$ cat config.mk
export PLATFORM = sky130hd
export DESIGN_NAME = seg_xlate_top
export DESIGN_NICKNAME = d
export VERILOG_FILES = /design/src/rtl/seg_xlate_pkg.sv /design/src/rtl/seg_regfile.sv /design/src/rtl/seg_hash_gen.sv /design/src/rtl/seg_access_resolve.sv /design/src/rtl/seg_xlate_top.sv
export SDC_FILE = /design/constraint.sdc
export NUM_CORES = 1
export LEC_CHECK = 0
export ABC_AREA = 0
export ABC_CLOCK_PERIOD_IN_PS = 8950
export BUFFER_PORTS_ARGS = -buffer_cell sky130_fd_sc_hd__buf_2
export CORE_ASPECT_RATIO = 0.5
export CORE_MARGIN = 5
export CORE_UTILIZATION = 55
export CTS_CLUSTER_DIAMETER = 40
export DETAILED_ROUTE_END_ITERATION = 16
export HOLD_SLACK_MARGIN = 0.08
export PLACE_DENSITY_LB_ADDON = 0.05
export SYNTH_ARGS = -nofsm -noshare
export SYNTH_HDL_FRONTEND = slang
export SYNTH_SLANG_ARGS = --single-unit
$ cat constraint.sdc
create_clock -name clk -period 8.95 [get_ports clk]
set_clock_uncertainty 0.05 [all_clocks]
set_input_delay 1.3425 -clock clk [delete_from_list [all_inputs] [get_ports clk]]
set_output_delay 1.3425 -clock clk [all_outputs]
set_load 0.02 [all_outputs]
$ cat src/rtl/seg_xlate_pkg.sv
package seg_xlate_pkg;

  // Descriptor word layout; positions are part of the block's behaviour.
  localparam int unsigned SEG_W      = 32;
  localparam int unsigned BIT_DSTORE = 31;
  localparam int unsigned BIT_KEY_SV = 30;
  localparam int unsigned BIT_KEY_US = 29;
  localparam int unsigned BIT_NOEXEC = 28;

  typedef enum logic [2:0] {
    ACC_INT    = 3'd0,
    ACC_FLOAT  = 3'd1,
    ACC_RESV   = 3'd2,
    ACC_CACHE  = 3'd3,
    ACC_EXTCTL = 3'd4,
    ACC_FETCH  = 3'd5
  } acc_kind_e;

  typedef enum logic [2:0] {
    XS_LOOKUP = 3'd0,
    XS_DIRECT = 3'd1,
    XS_NOEXEC = 3'd2,
    XS_PROT   = 3'd3,
    XS_DSREJ  = 3'd4
  } xl_status_e;

endpackage

$ cat src/rtl/seg_regfile.sv
module seg_regfile
  import seg_xlate_pkg::*;
#(
  parameter int unsigned NUM_SEG = 16,
  localparam int unsigned SEL_W  = $clog2(NUM_SEG)
) (
  input  logic             clk,
  input  logic             rst_n,
  input  logic             wr_en,
  input  logic [SEL_W-1:0] wr_idx,
  input  logic [SEG_W-1:0] wr_data,
  input  logic [SEL_W-1:0] rd_idx,
  output logic [SEG_W-1:0] rd_data
);

  logic [SEG_W-1:0]   seg_q [NUM_SEG];
  logic [NUM_SEG-1:0] wr_hit;

  for (genvar g = 0; g < NUM_SEG; g++) begin : g_dec
    assign wr_hit[g] = wr_en && (wr_idx == SEL_W'(g));
  end

  always_ff @(posedge clk) begin
    for (int i = 0; i < NUM_SEG; i++) begin
      if (!rst_n)         seg_q[i] <= '0;
      else if (wr_hit[i]) seg_q[i] <= wr_data;
    end
  end

  // Read returns the value held before any write in the same cycle.
  assign rd_data = seg_q[rd_idx];


  wr_lands_chk: assert property (@(posedge clk) disable iff (!rst_n)
    wr_en |=> seg_q[$past(wr_idx)] == $past(wr_data));

endmodule

$ cat src/rtl/seg_hash_gen.sv
module seg_hash_gen
  import seg_xlate_pkg::*;
#(
  parameter int unsigned VSID_W    = 24,
  parameter int unsigned PGIDX_W   = 16,
  parameter int unsigned API_SHIFT = 10,
  parameter int unsigned TAG_SHIFT = 7,
  localparam int unsigned HASH_W   = (VSID_W > PGIDX_W) ? VSID_W : PGIDX_W,
  localparam int unsigned TAG_W    = VSID_W + TAG_SHIFT
) (
  input  logic [SEG_W-1:0]   seg_word,
  input  logic [PGIDX_W-1:0] page_idx,
  input  logic               user,
  output logic               key,
  output logic               noexec,
  output logic               dstore,
  output logic [HASH_W-1:0]  hash_pri,
  output logic [HASH_W-1:0]  hash_sec,
  output logic [TAG_W-1:0]   tag
);

  logic [VSID_W-1:0] vsid;
  logic              unused_rsvd;

  assign vsid        = seg_word[VSID_W-1:0];
  assign unused_rsvd = ^seg_word[BIT_NOEXEC-1:VSID_W];

  assign key    = (seg_word[BIT_KEY_US] & user) | (seg_word[BIT_KEY_SV] & ~user);
  assign noexec = seg_word[BIT_NOEXEC];
  assign dstore = seg_word[BIT_DSTORE];

  assign hash_pri = HASH_W'(vsid) ^ HASH_W'(page_idx);
  assign hash_sec = ~hash_pri;

  assign tag = (TAG_W'(vsid) << TAG_SHIFT) | TAG_W'(page_idx >> API_SHIFT);

endmodule

$ cat src/rtl/seg_access_resolve.sv
module seg_access_resolve
  import seg_xlate_pkg::*;
#(
  parameter int unsigned EA_W = 32
) (
  input  logic            dstore,
  input  logic            noexec,
  input  logic            key,
  input  logic [2:0]      kind,
  input  logic            store,
  input  logic [EA_W-1:0] ea,
  output xl_status_e      status,
  output logic [EA_W-1:0] raddr
);

  always_comb begin
    status = XS_LOOKUP;
    if (!dstore) begin
      if (kind == ACC_FETCH && noexec) status = XS_NOEXEC;
    end else begin
      case (kind)
        ACC_CACHE: status = XS_DIRECT;
        ACC_INT: begin
          if ((!store && key) || (store && !key)) status = XS_PROT;
          else                                    status = XS_DIRECT;
        end
        default: status = XS_DSREJ;
      endcase
    end
  end

  assign raddr = (status == XS_DIRECT) ? ea : '0;

endmodule

$ cat src/rtl/seg_xlate_top.sv
module seg_xlate_top
  import seg_xlate_pkg::*;
#(
  parameter int unsigned NUM_SEG    = 16,
  parameter int unsigned EA_W       = 32,
  parameter int unsigned VSID_W     = 24,
  parameter int unsigned PAGE_SHIFT = 12,
  parameter int unsigned API_SHIFT  = 10,
  parameter int unsigned TAG_SHIFT  = 7,
  localparam int unsigned SEL_W     = $clog2(NUM_SEG),
  localparam int unsigned PGIDX_W   = EA_W - SEL_W - PAGE_SHIFT,
  localparam int unsigned HASH_W    = (VSID_W > PGIDX_W) ? VSID_W : PGIDX_W,
  localparam int unsigned TAG_W     = VSID_W + TAG_SHIFT
) (
  input  logic              clk,
  input  logic              rst_n,
  input  logic              seg_wr_en,
  input  logic [SEL_W-1:0]  seg_wr_idx,
  input  logic [SEG_W-1:0]  seg_wr_data,
  input  logic              req_valid,
  output logic              req_ready,
  input  logic [EA_W-1:0]   req_ea,
  input  logic              req_user,
  input  logic              req_store,
  input  logic [2:0]        req_kind,
  output logic              rsp_valid,
  input  logic              rsp_ready,
  output logic              rsp_key,
  output logic              rsp_nx,
  output logic              rsp_ds,
  output logic [HASH_W-1:0] rsp_hash_pri,
  output logic [HASH_W-1:0] rsp_hash_sec,
  output logic [TAG_W-1:0]  rsp_tag,
  output logic [EA_W-1:0]   rsp_raddr,
  output logic [2:0]        rsp_status
);

  logic [SEG_W-1:0]  seg_word;
  logic              c_key, c_nx, c_ds;
  logic [HASH_W-1:0] c_hpri, c_hsec;
  logic [TAG_W-1:0]  c_tag;
  xl_status_e        c_status;
  logic [EA_W-1:0]   c_raddr;
  logic              accept;

  seg_regfile #(.NUM_SEG(NUM_SEG)) u_regs (
    .clk     (clk),
    .rst_n   (rst_n),
    .wr_en   (seg_wr_en),
    .wr_idx  (seg_wr_idx),
    .wr_data (seg_wr_data),
    .rd_idx  (req_ea[EA_W-1 -: SEL_W]),
    .rd_data (seg_word)
  );

  seg_hash_gen #(
    .VSID_W    (VSID_W),
    .PGIDX_W   (PGIDX_W),
    .API_SHIFT (API_SHIFT),
    .TAG_SHIFT (TAG_SHIFT)
  ) u_hash (
    .seg_word (seg_word),
    .page_idx (req_ea[PAGE_SHIFT +: PGIDX_W]),
    .user     (req_user),
    .key      (c_key),
    .noexec   (c_nx),
    .dstore   (c_ds),
    .hash_pri (c_hpri),
    .hash_sec (c_hsec),
    .tag      (c_tag)
  );

  seg_access_resolve #(.EA_W(EA_W)) u_resolve (
    .dstore (c_ds),
    .noexec (c_nx),
    .key    (c_key),
    .kind   (req_kind),
    .store  (req_store),
    .ea     (req_ea),
    .status (c_status),
    .raddr  (c_raddr)
  );

  assign req_ready = !rsp_valid || rsp_ready;
  assign accept    = req_valid && req_ready;

  always_ff @(posedge clk) begin
    if (!rst_n) begin
      rsp_valid    <= 1'b0;
      rsp_key      <= 1'b0;
      rsp_nx       <= 1'b0;
      rsp_ds       <= 1'b0;
      rsp_hash_pri <= '0;
      rsp_hash_sec <= '0;
      rsp_tag      <= '0;
      rsp_raddr    <= '0;
      rsp_status   <= '0;
    end else begin
      if (accept) begin
        rsp_valid    <= 1'b1;
        rsp_key      <= c_key;
        rsp_nx       <= c_nx;
        rsp_ds       <= c_ds;
        rsp_hash_pri <= c_hpri;
        rsp_hash_sec <= c_hsec;
        rsp_tag      <= c_tag;
        rsp_raddr    <= c_raddr;
        rsp_status   <= c_status;
      end else if (rsp_ready) begin
        rsp_valid <= 1'b0;
      end
    end
  end


  take_then_valid_chk: assert property (@(posedge clk) disable iff (!rst_n)
    (req_valid && req_ready) |=> rsp_valid);


  stall_hold_chk: assert property (@(posedge clk) disable iff (!rst_n)
    (rsp_valid && !rsp_ready) |=> (rsp_valid && $stable(rsp_tag) &&
      $stable(rsp_status) && $stable(rsp_raddr) && $stable(rsp_hash_pri)));


  direct_needs_ds_chk: assert property (@(posedge clk) disable iff (!rst_n)
    (rsp_valid && rsp_status == XS_DIRECT) |-> rsp_ds);


  noexec_ordinary_chk: assert property (@(posedge clk) disable iff (!rst_n)
    (rsp_valid && rsp_status == XS_NOEXEC) |-> (rsp_nx && !rsp_ds));


  prot_needs_ds_chk: assert property (@(posedge clk) disable iff (!rst_n)
    (rsp_valid && rsp_status == XS_PROT) |-> (rsp_ds && rsp_raddr == '0));

endmodule

# Yosys cells after proc, flatten, opt, wreduce, memory -nomap -nowiden
# Memory sizes are Yosys's and may differ from the RTL's.
# Cells that the tools add are included.
[classes]
bitwise = 23
n_eq_ne = 18
mux = 72
n_reduce_logical = 28
[ops]
columns = ["cell", "count"]
rows = [
  ["$mux W32", 17],
  ["$mux W1", 51],
  ["$eq A4 B4 Y1 const B", 8],
  ["$or A31 B6 Y31", 1],
  ["$not A24 Y24", 1],
  ["$xor A24 B16 Y24", 1],
  ["$logic_and A1 B1 Y1", 20],
  ["$or A1 B1 Y1", 17],
  ["$eq A4 B3 Y1 const B", 4],
  ["$eq A4 B2 Y1 const B", 2],
  ["$pmux W3 S2", 1],
  ["$eq A4 B1 Y1 const B", 1],
  ["$logic_not A4 Y1", 1],
  ["$mux W2", 2],
  ["$eq A3 B1 Y1 const B", 1],
  ["$eq A3 B2 Y1 const B", 1],
  ["$eq A3 B3 Y1 const B", 1],
  ["$logic_not A1 Y1", 3],
  ["$logic_not A3 Y1", 1],
  ["$mux W3", 1],
  ["$and A1 B1 Y1", 2],
  ["$logic_or A1 B1 Y1", 2],
  ["$reduce_bool A2 Y1", 1],
  ["$not A1 Y1", 1],
]
[totals]
word_cells = 151
mem_count = 1
register_bits = 118
mem_bits_rw = 512
inputBits = 78
out_inout_bits = 119
[memory_table]
columns = ["name", "words", "word_bits", "rd", "rd_clocked_by_memory_dff", "wr", "line_no", "text"]
rows = [
  ["u_regs.seg_q", 16, 32, 1, 0, 16, "seg_regfile.sv:16", "logic [SEG_W-1:0] seg_q [NUM_SEG];"],
]

# Depth between registers and ports, before layout
# Gate-level depths: netlist of run 1.
[logic_depth]
depth_word = 11
ltp_mapped = 10
ltp_nobuf = 6

# Hierarchy
# From an unflattened synthesis of run 1, not the netlist that was laid out.
[unflattened]
cells_unflattened = 2063
hier_area_um2 = 28434.8
[modules_own_cells]
columns = ["module", "area_per_inst_um2", "n_inst", "seq_area_each_um2", "cells_each"]
rows = [
  ["seg_regfile", 22828.1, 1, 15374.7, 1422],
  ["seg_xlate_top", 4642.0, 1, 2362.3, 512],
  ["seg_hash_gen", 636.9, 1, 0.0, 83],
  ["seg_access_resolve", 327.8, 1, 0.0, 46],
]

# Worst setup path after synthesis of run 1
# No wires, ideal clock.
[synth_path]
path_type = "input-to-reg"
start = "input seg_wr_idx[2]"
end = "memory u_regs.seg_q[0][0], enable pin"
path_slack_ps = 4583
path_buffers = 0
arrival_time_ps = 3865
setup_time_ps = 452
t_required_ps = 8448
path_stages = 2
cell_sequence = "or3b_2 o21ai_0"
[synth_rtl]
columns = ["element", "line_no", "text"]
rows = [
  ["from (decl)", "seg_xlate_top.sv:18", "input logic [SEL_W-1:0] seg_wr_idx,"],
  ["to (decl)", "seg_regfile.sv:16", ""],
]

# Final worst setup path of run 1
[layout_path]
start = "input req_ea[28]"
end = "register rsp_hash_sec[1]"
[layout_via]
elab_chain_cells = 3
[layout_lines]
columns = ["element", "line_no", "text"]
rows = [
  ["from (decl)", "seg_xlate_top.sv:22", "input logic [EA_W-1:0] req_ea,"],
  ["$mem_v2 Z16 W32", "--", ""],
  ["$xor A24 B16 Y24", "seg_hash_gen.sv:32", "assign hash_pri = HASH_W'(vsid) ^ HASH_W'(page_idx);"],
  ["$not A24 Y24", "seg_hash_gen.sv:33", "assign hash_sec = ~hash_pri;"],
  ["to (signal assigned)", "seg_xlate_top.sv:105", "rsp_hash_sec <= c_hsec;"],
  ["to (decl)", "seg_xlate_top.sv:32", "output logic [HASH_W-1:0] rsp_hash_sec,"],
]
# Every way passes these cells.
# A chain may end at the register's enable or synchronous reset.

==> qor.txt, run 1 <==
Final hold vios = 0
Worst Setup Start Kind = input pin
WP data required = 9410 ps
Row cnt = 54
Mapped Avg Cell Area = 13.98 µm²
Share of total power in combinational logic = 0.101
# IOs = 197
Max stage delay on crit path = 920 ps
Initial antenna violation count = 2
Sw Ratio = 0.2415
Pre-antenna DRT Iters = 5
Max Transition Viols Final = 0
CP Data Arrival Time = 4780 ps
Max-slew headroom = 0.08776
Core area = 43780 µm²
Root Driver = clkbuf_16
Chip width = 308.6 µm
Clk sinks = 557
Total power = 5.757 mW
GRT overflow = 0
Die height = 159.3 µm
Clock period minus worst slack = 4324 ps
Setup tns final = 0 ps
Count of hold-fix buffers inserted at cts = 0
FFs w/ async S/R, synth = 0
Vias in the first global route = 15030
Mapped Cells = 1754
Setup violators final = 0
Synth unique cells = 41
Setup Fix Bufs, Post-CTS = 0
Status = finished, final reports clean
Worst Path Max Fanout = 60
Final #Nets = 1947
Worst-path clk slew = 60 ps
Clk pwr share = 0.378
Pre-CTS WS = 3870 ps
Clk_lat worst skew = 580 ps
Most common cell after layout, fill and taps aside = and2_1
Most frequent cells in the layout = 450 x and2_1, 448 x edfxtp_1, 188 x buf_2
Max VDD drop = 0.1337 mV
Longest Clk Path Bufs = 3
R2r worst-path depth = 5
Largest net degree at the start of global routing = 95
Vias/cell = 6.011
CTS buffer count = 51
First-pass GRT wire length = 96.37 mm
Post-route DRC = 0
Most frequent CP cell = mux4_2
Critical Path, Cell by Cell = buf_6 -> buf_4 -> mux4_2 -> mux4_2 -> xnor2_1 -> nand2_1 -> a21oi_1
Post-detail-place hpwl = 37.11 mm
Lkg Pwr = 10.05 nW
Post-DRT Antenna Nets = 0
Sequential area share after synthesis = 0.6377
Hold slack = 394.3 ps
H-tree depth = 2
Share of layout cells above drive strength 1 = 0.2419
Layout area overhead = 12.96%
Setup CP Type = input pin to flop
Psw = 1.390 mW
Total Routing Usage GR = 0.2644
Endpoint class of the critical path = flop
Fillers = 3325
Max cap viols = 0
Hold depth = 2
PwrDens = 207.9 nW/µm²
Initial Utilization = 0.5600
Initial drt markers = 1775
Final period util = 0.4831
Setup ws final = 4626 ps
Die area = 49160 µm²
Post-cts resize count = 0
Vias = 15020
CTS tree = done
Highest Clock Rate = 0.2313 GHz
Yosys warnings = 0
Flop pwr share = 0.521
Top FF cell, synth = edfxtp_1
Mapped cell area = 24520 µm²
#FFs+latches synth = 557
GP Congestion = 0.7972
WL/cell = 26.27 µm
Post-Route Utilization = 0.6325
Buffers on Ports = 191
Hold Crit Class = flop to flop
Unrepaired setup endpoints after global routing = false
P_int = 4.367 mW
Post-synth net total = 1832
CP max-delay cell = buf_4
Final wirelength = 65.65 mm
Worst-Margin Slew = 1364 ps
Number of synthesized flops with an enable pin = 448
[cell usage after synthesis, types with 3 or more instances]
library cell	n	share of area
mux2i_1	27	0.011
and2_1	451	0.12
mux4_2	120	0.11
nand3_1	34	0.0069
or3_1	31	0.0079
edfxtp_1	448	0.55
nand2b_1	7	0.0018
nor2_1	26	0.0040
nand3b_1	3	0.00092
o211ai_1	8	0.0024
nand2_1	135	0.021
nor2b_1	3	0.00077
or2_2	4	0.0010
a22oi_1	5	0.0015
buf_6	7	0.0032
mux2_2	9	0.0041
dfxtp_1	109	0.089
buf_1	7	0.0011
o211a_1	8	0.0033
buf_2	17	0.0035
clkbuf_1	112	0.017
a21oi_1	71	0.014
o31ai_1	32	0.0098
xnor2_1	17	0.0061
buf_4	10	0.0031
o21ai_0	34	0.0069
[final timing paths]
path         slack [ps]           from          endpoint
max                4630     req_ea[28]   rsp_hash_sec[1]
min reg2reg         390  rsp_raddr[23]     rsp_raddr[23]
min                 390  rsp_raddr[23]     rsp_raddr[23]
max reg2reg        6290      rsp_valid  rsp_hash_sec[16]
[layout make-up]
type	count	area [µm²]	share of cell area
diodes	1	2.502	0.00009036
flip-flops and latches	557	15640	0.5646
multi-input cells	1042	8507	0.3072
clock inverters	21	186.4	0.006732
well taps	588	735.7	0.02657
inverters	2	7.507	0.0002711
clock buffers	73	1473	0.05318
repair buffers	215	1147	0.04143
[power groups by stage]
stage | Combinational [mW] | Sequential, mW | Clock [mW]
after floorplan | 0.320 | 3.09 | 0
after global placement | 0.572 | 3.04 | 0
after detailed placement | 0.581 | 3.06 | 0
after CTS | 0.583 | 3.00 | 2.20
after global routing | 0.621 | 3.01 | 2.32
final | 0.581 | 3.00 | 2.18
[registers in the layout, summed over array words and instances, names as in the netlist]
register      cells
rsp_raddr        32
rsp_key           1
rsp_hash_pri     24
rsp_tag          22
u_regs.seg_q    448
rsp_hash_sec     24
rsp_nx            1
rsp_valid         1
rsp_ds            1
rsp_status        3
[per-layer routing]
layer | part of all wire | wire length [µm] | up-vias | global-route usage
li1 | - | - | 6582 | -
met1 | 0.40 | 26100 | 7664 | 0.3599
met5 | 0 | 0 | - | 0
met2 | 0.48 | 31220 | 669 | 0.4354
met4 | 0.024 | 1579 | 0 | 0.06006
met3 | 0.10 | 6745 | 106 | 0.06779
[critical path: cells and delay by family]
family | cells | cell delay (ps)
simple gates | 1 | 100
buf+inv | 2 | 1560
xor+xnor | 1 | 400
mux | 2 | 1180
compound gates | 1 | 160
[cells by family after synthesis]
kind of cell	synth area share
xor gates and xnor gates	0.006073
and+or+nand+nor	0.1614
DFF	0.6377
other	0.0001530
AOI/OAI and AO/OA	0.04103
buffers and inverters	0.02827
muxes	0.1254
[metrics by stage]
step / area, µm² / cells
4_1_cts: 27690 / 2498
2_1_floorplan: 24520 / 1754
5_1_grt: 27690 / 2499
6_report: 27690 / 2499
3_3_place_gp: 26030 / 2404
3_5_place_dp: 26030 / 2404
No activity file was read; power rests on OpenSTA's default activity.
==> run 2: changes to the inputs <==
- ABC_CLOCK_PERIOD_IN_PS: 8950 -> 3730
- CORE_UTILIZATION: 55 -> 54
- clock period: 8.95 -> 3.73 ns (I/O delays scaled with it)
==> run 2 against run 1 <==
Net effect: sequential power up 140%; sequential cell count unchanged; register-to-register slack got worse by 5000 ps; sequential share of layout area is 0.92 points lower; non-clock buffer count is 37 higher; largest cell class unchanged; clock-buffer cell count shrank 5; via count increased by 1.6%.
==> qor.txt, run 2 (same netlist as run 1, synthesis figures left out) <==
Endpoint class of the critical path = flop
GRT overflow = 0 (unchanged)
Clk_lat worst skew = 580 ps (about the same)
WL/cell = 26.55 µm (+1.1%)
Post-route DRC = 0 (unchanged)
Flop pwr share = 0.514 (-0.007)
Post-detail-place hpwl = 40.86 mm (+10%)
Setup violators final = 0 (unchanged)
Highest Clock Rate = 0.4057 GHz
Initial drt markers = 1801 (+1.5%)
Clock period minus worst slack = 2465 ps
H-tree depth = 2 (unchanged)
WP data required = 4180 ps (-5230 ps)
Hold Crit Class = input pin to flop
Setup tns final = 0 ps (unchanged)
CTS buffer count = 51 (unchanged)
P_int = 10.68 mW (+140%)
Worst Path Max Fanout = 16 (-73%)
Buffers on Ports = 191 (unchanged)
Lkg Pwr = 10.33 nW (+2.8%)
Most frequent cells in the layout = 450 x and2_1, 448 x edfxtp_1, 188 x buf_2
Fillers = 3418 (+2.8%)
Most common cell after layout, fill and taps aside = and2_1
CTS tree = done
Initial Utilization = 0.5448 (-0.01523)
Post-Route Utilization = 0.6255 (-0.007024)
Clk pwr share = 0.383 (+0.005)
Longest Clk Path Bufs = 3 (unchanged)
Chip width = 311.3 µm (+0.89%)
Share of total power in combinational logic = 0.103 (+0.002)
Total Routing Usage GR = 0.2674 (+0.003046)
First-pass GRT wire length = 99.76 mm (+3.5%)
Setup Fix Bufs, Post-CTS = 0 (unchanged)
CP Data Arrival Time = 2910 ps (-1870 ps)
Setup CP Type = input pin to flop
Max-slew headroom = 0.1490 (+0.06123)
Status = finished, final reports clean
Post-DRT Antenna Nets = 0 (unchanged)
Worst-Margin Slew = 1275 ps (-88.78 ps)
Post-cts resize count = 0 (unchanged)
Final #Nets = 1984 (+1.9%)
PwrDens = 497.9 nW/µm² (+140%)
Worst Setup Start Kind = input pin
Max Transition Viols Final = 0 (unchanged)
# IOs = 197 (unchanged)
Largest registers = u_regs.seg_q (448), rsp_raddr (32)
Final period util = 0.6609
GP Congestion = 0.8297 (+4.1%)
Final hold vios = 0 (unchanged)
Layout area overhead = 14.83%
Psw = 3.340 mW (+140%)
Initial antenna violation count = 6 (+4)
Largest register FFs = 448 (unchanged)
Largest net degree at the start of global routing = 91 (-4.2%)
Vias = 15250 (+1.6%)
Die area = 50020 µm² (+1.8%)
Max VDD drop = 0.3084 mV (+130%)
Clk sinks = 557 (unchanged)
Register name with the most flops = u_regs.seg_q
Unrepaired setup endpoints after global routing = false
Vias in the first global route = 15530 (+3.3%)
Count of hold-fix buffers inserted at cts = 0 (unchanged)
Worst-path clk slew = 60 ps (about the same)
Root Driver = clkbuf_16
Max cap viols = 0 (unchanged)
Die height = 160.7 µm (+0.86%)
Vias/cell = 5.994 (-0.28%)
Row cnt = 55 (+1.9%)
Final wirelength = 67.58 mm (+2.9%)
Total power = 14.02 mW (+140%)
Share of layout cells above drive strength 1 = 0.2564 (+0.01454)
Core area = 45010 µm² (+2.8%)
Pre-antenna DRT Iters = 5 (unchanged)
Sw Ratio = 0.2383 (-0.003178)
-- run 2: cell count changes in the layout (fill, tap and decap cells not counted), moves of 3 or more --
cell / previous run / this run
buf_4: 26 / 47
clkbuf_1: 14 / 10
bufinv_16: 2 / 5
nor2_4: 16 / 0
nor2_2: 1 / 17
buf_12: 0 / 16
-- run 2: path summary, 6_finish.rpt --
| path | slack (ps) | from | end | cells after the start |
|---|---|---|---|---|
| setup reg to reg | 1310 | rsp_valid | rsp_raddr[1] | 5 |
| setup / recovery | 1260 | req_ea[28] | rsp_hash_sec[13] | 8 |
| hold reg to reg | 400 | rsp_tag[19] | rsp_tag[19] | 2 |
| hold / removal | 200 | req_valid | rsp_valid | 3 |
-- run 2: through the flow --
| stage | area [µm²] | cells | hold slack [ps] | setup slack (ps) |
|---|---|---|---|---|
| 3_3_place_gp | 26440 | 2451 | 379.6 | 654.7 |
| 3_5_place_dp | 26440 | 2451 | 392.5 | 654.9 |
| 5_1_grt | 28150 | 2545 | 213.9 | 1055 |
| 4_1_cts | 28150 | 2544 | 187.2 | 1254 |
| 6_report | 28150 | 2545 | 204.7 | 1265 |
| 2_1_floorplan | 24520 | 1754 | 481.6 | 145.7 |
-- run 2: power groups by stage --
| stage | clock (mW) | sequential [mW] | combinational, mW |
|---|---|---|---|
| 3_5_place_dp | 0 | 7.34 | 1.44 |
| 6_report | 5.37 | 7.20 | 1.44 |
| 4_1_cts | 5.44 | 7.20 | 1.44 |
| 2_1_floorplan | 0 | 7.41 | 0.767 |
| 5_1_grt | 5.71 | 7.23 | 1.54 |
| 3_3_place_gp | 0 | 7.31 | 1.41 |
-- run 2: cell type report --
type | count | area [µm²] | share of cell area
clock buffers | 68 | 1444 | 0.05129
diodes | 1 | 2.502 | 0.00008889
well taps | 598 | 748.2 | 0.02658
inverters | 2 | 7.507 | 0.0002667
clock inverters | 25 | 262.8 | 0.009333
repair buffers | 252 | 1625 | 0.05773
multi-input cells | 1042 | 8427 | 0.2993
flip-flops and latches | 557 | 15640 | 0.5554
-- run 2: per-layer routing --
metal,vias to the layer above,share of wire,global-route usage
met1,7814,0.42,0.3708
met3,98,0.099,0.07840
li1,6657,-,-
met5,-,0,0
met2,685,0.47,0.4299
met4,0,0.018,0.05228
-- run 2: critical path: stages --
cell	delay, ps
buf_6	240
buf_4	260
buf_4	230
mux4_2	540
mux4_2	600
xnor2_1	230
nand2_1	90
a21oi_1	150
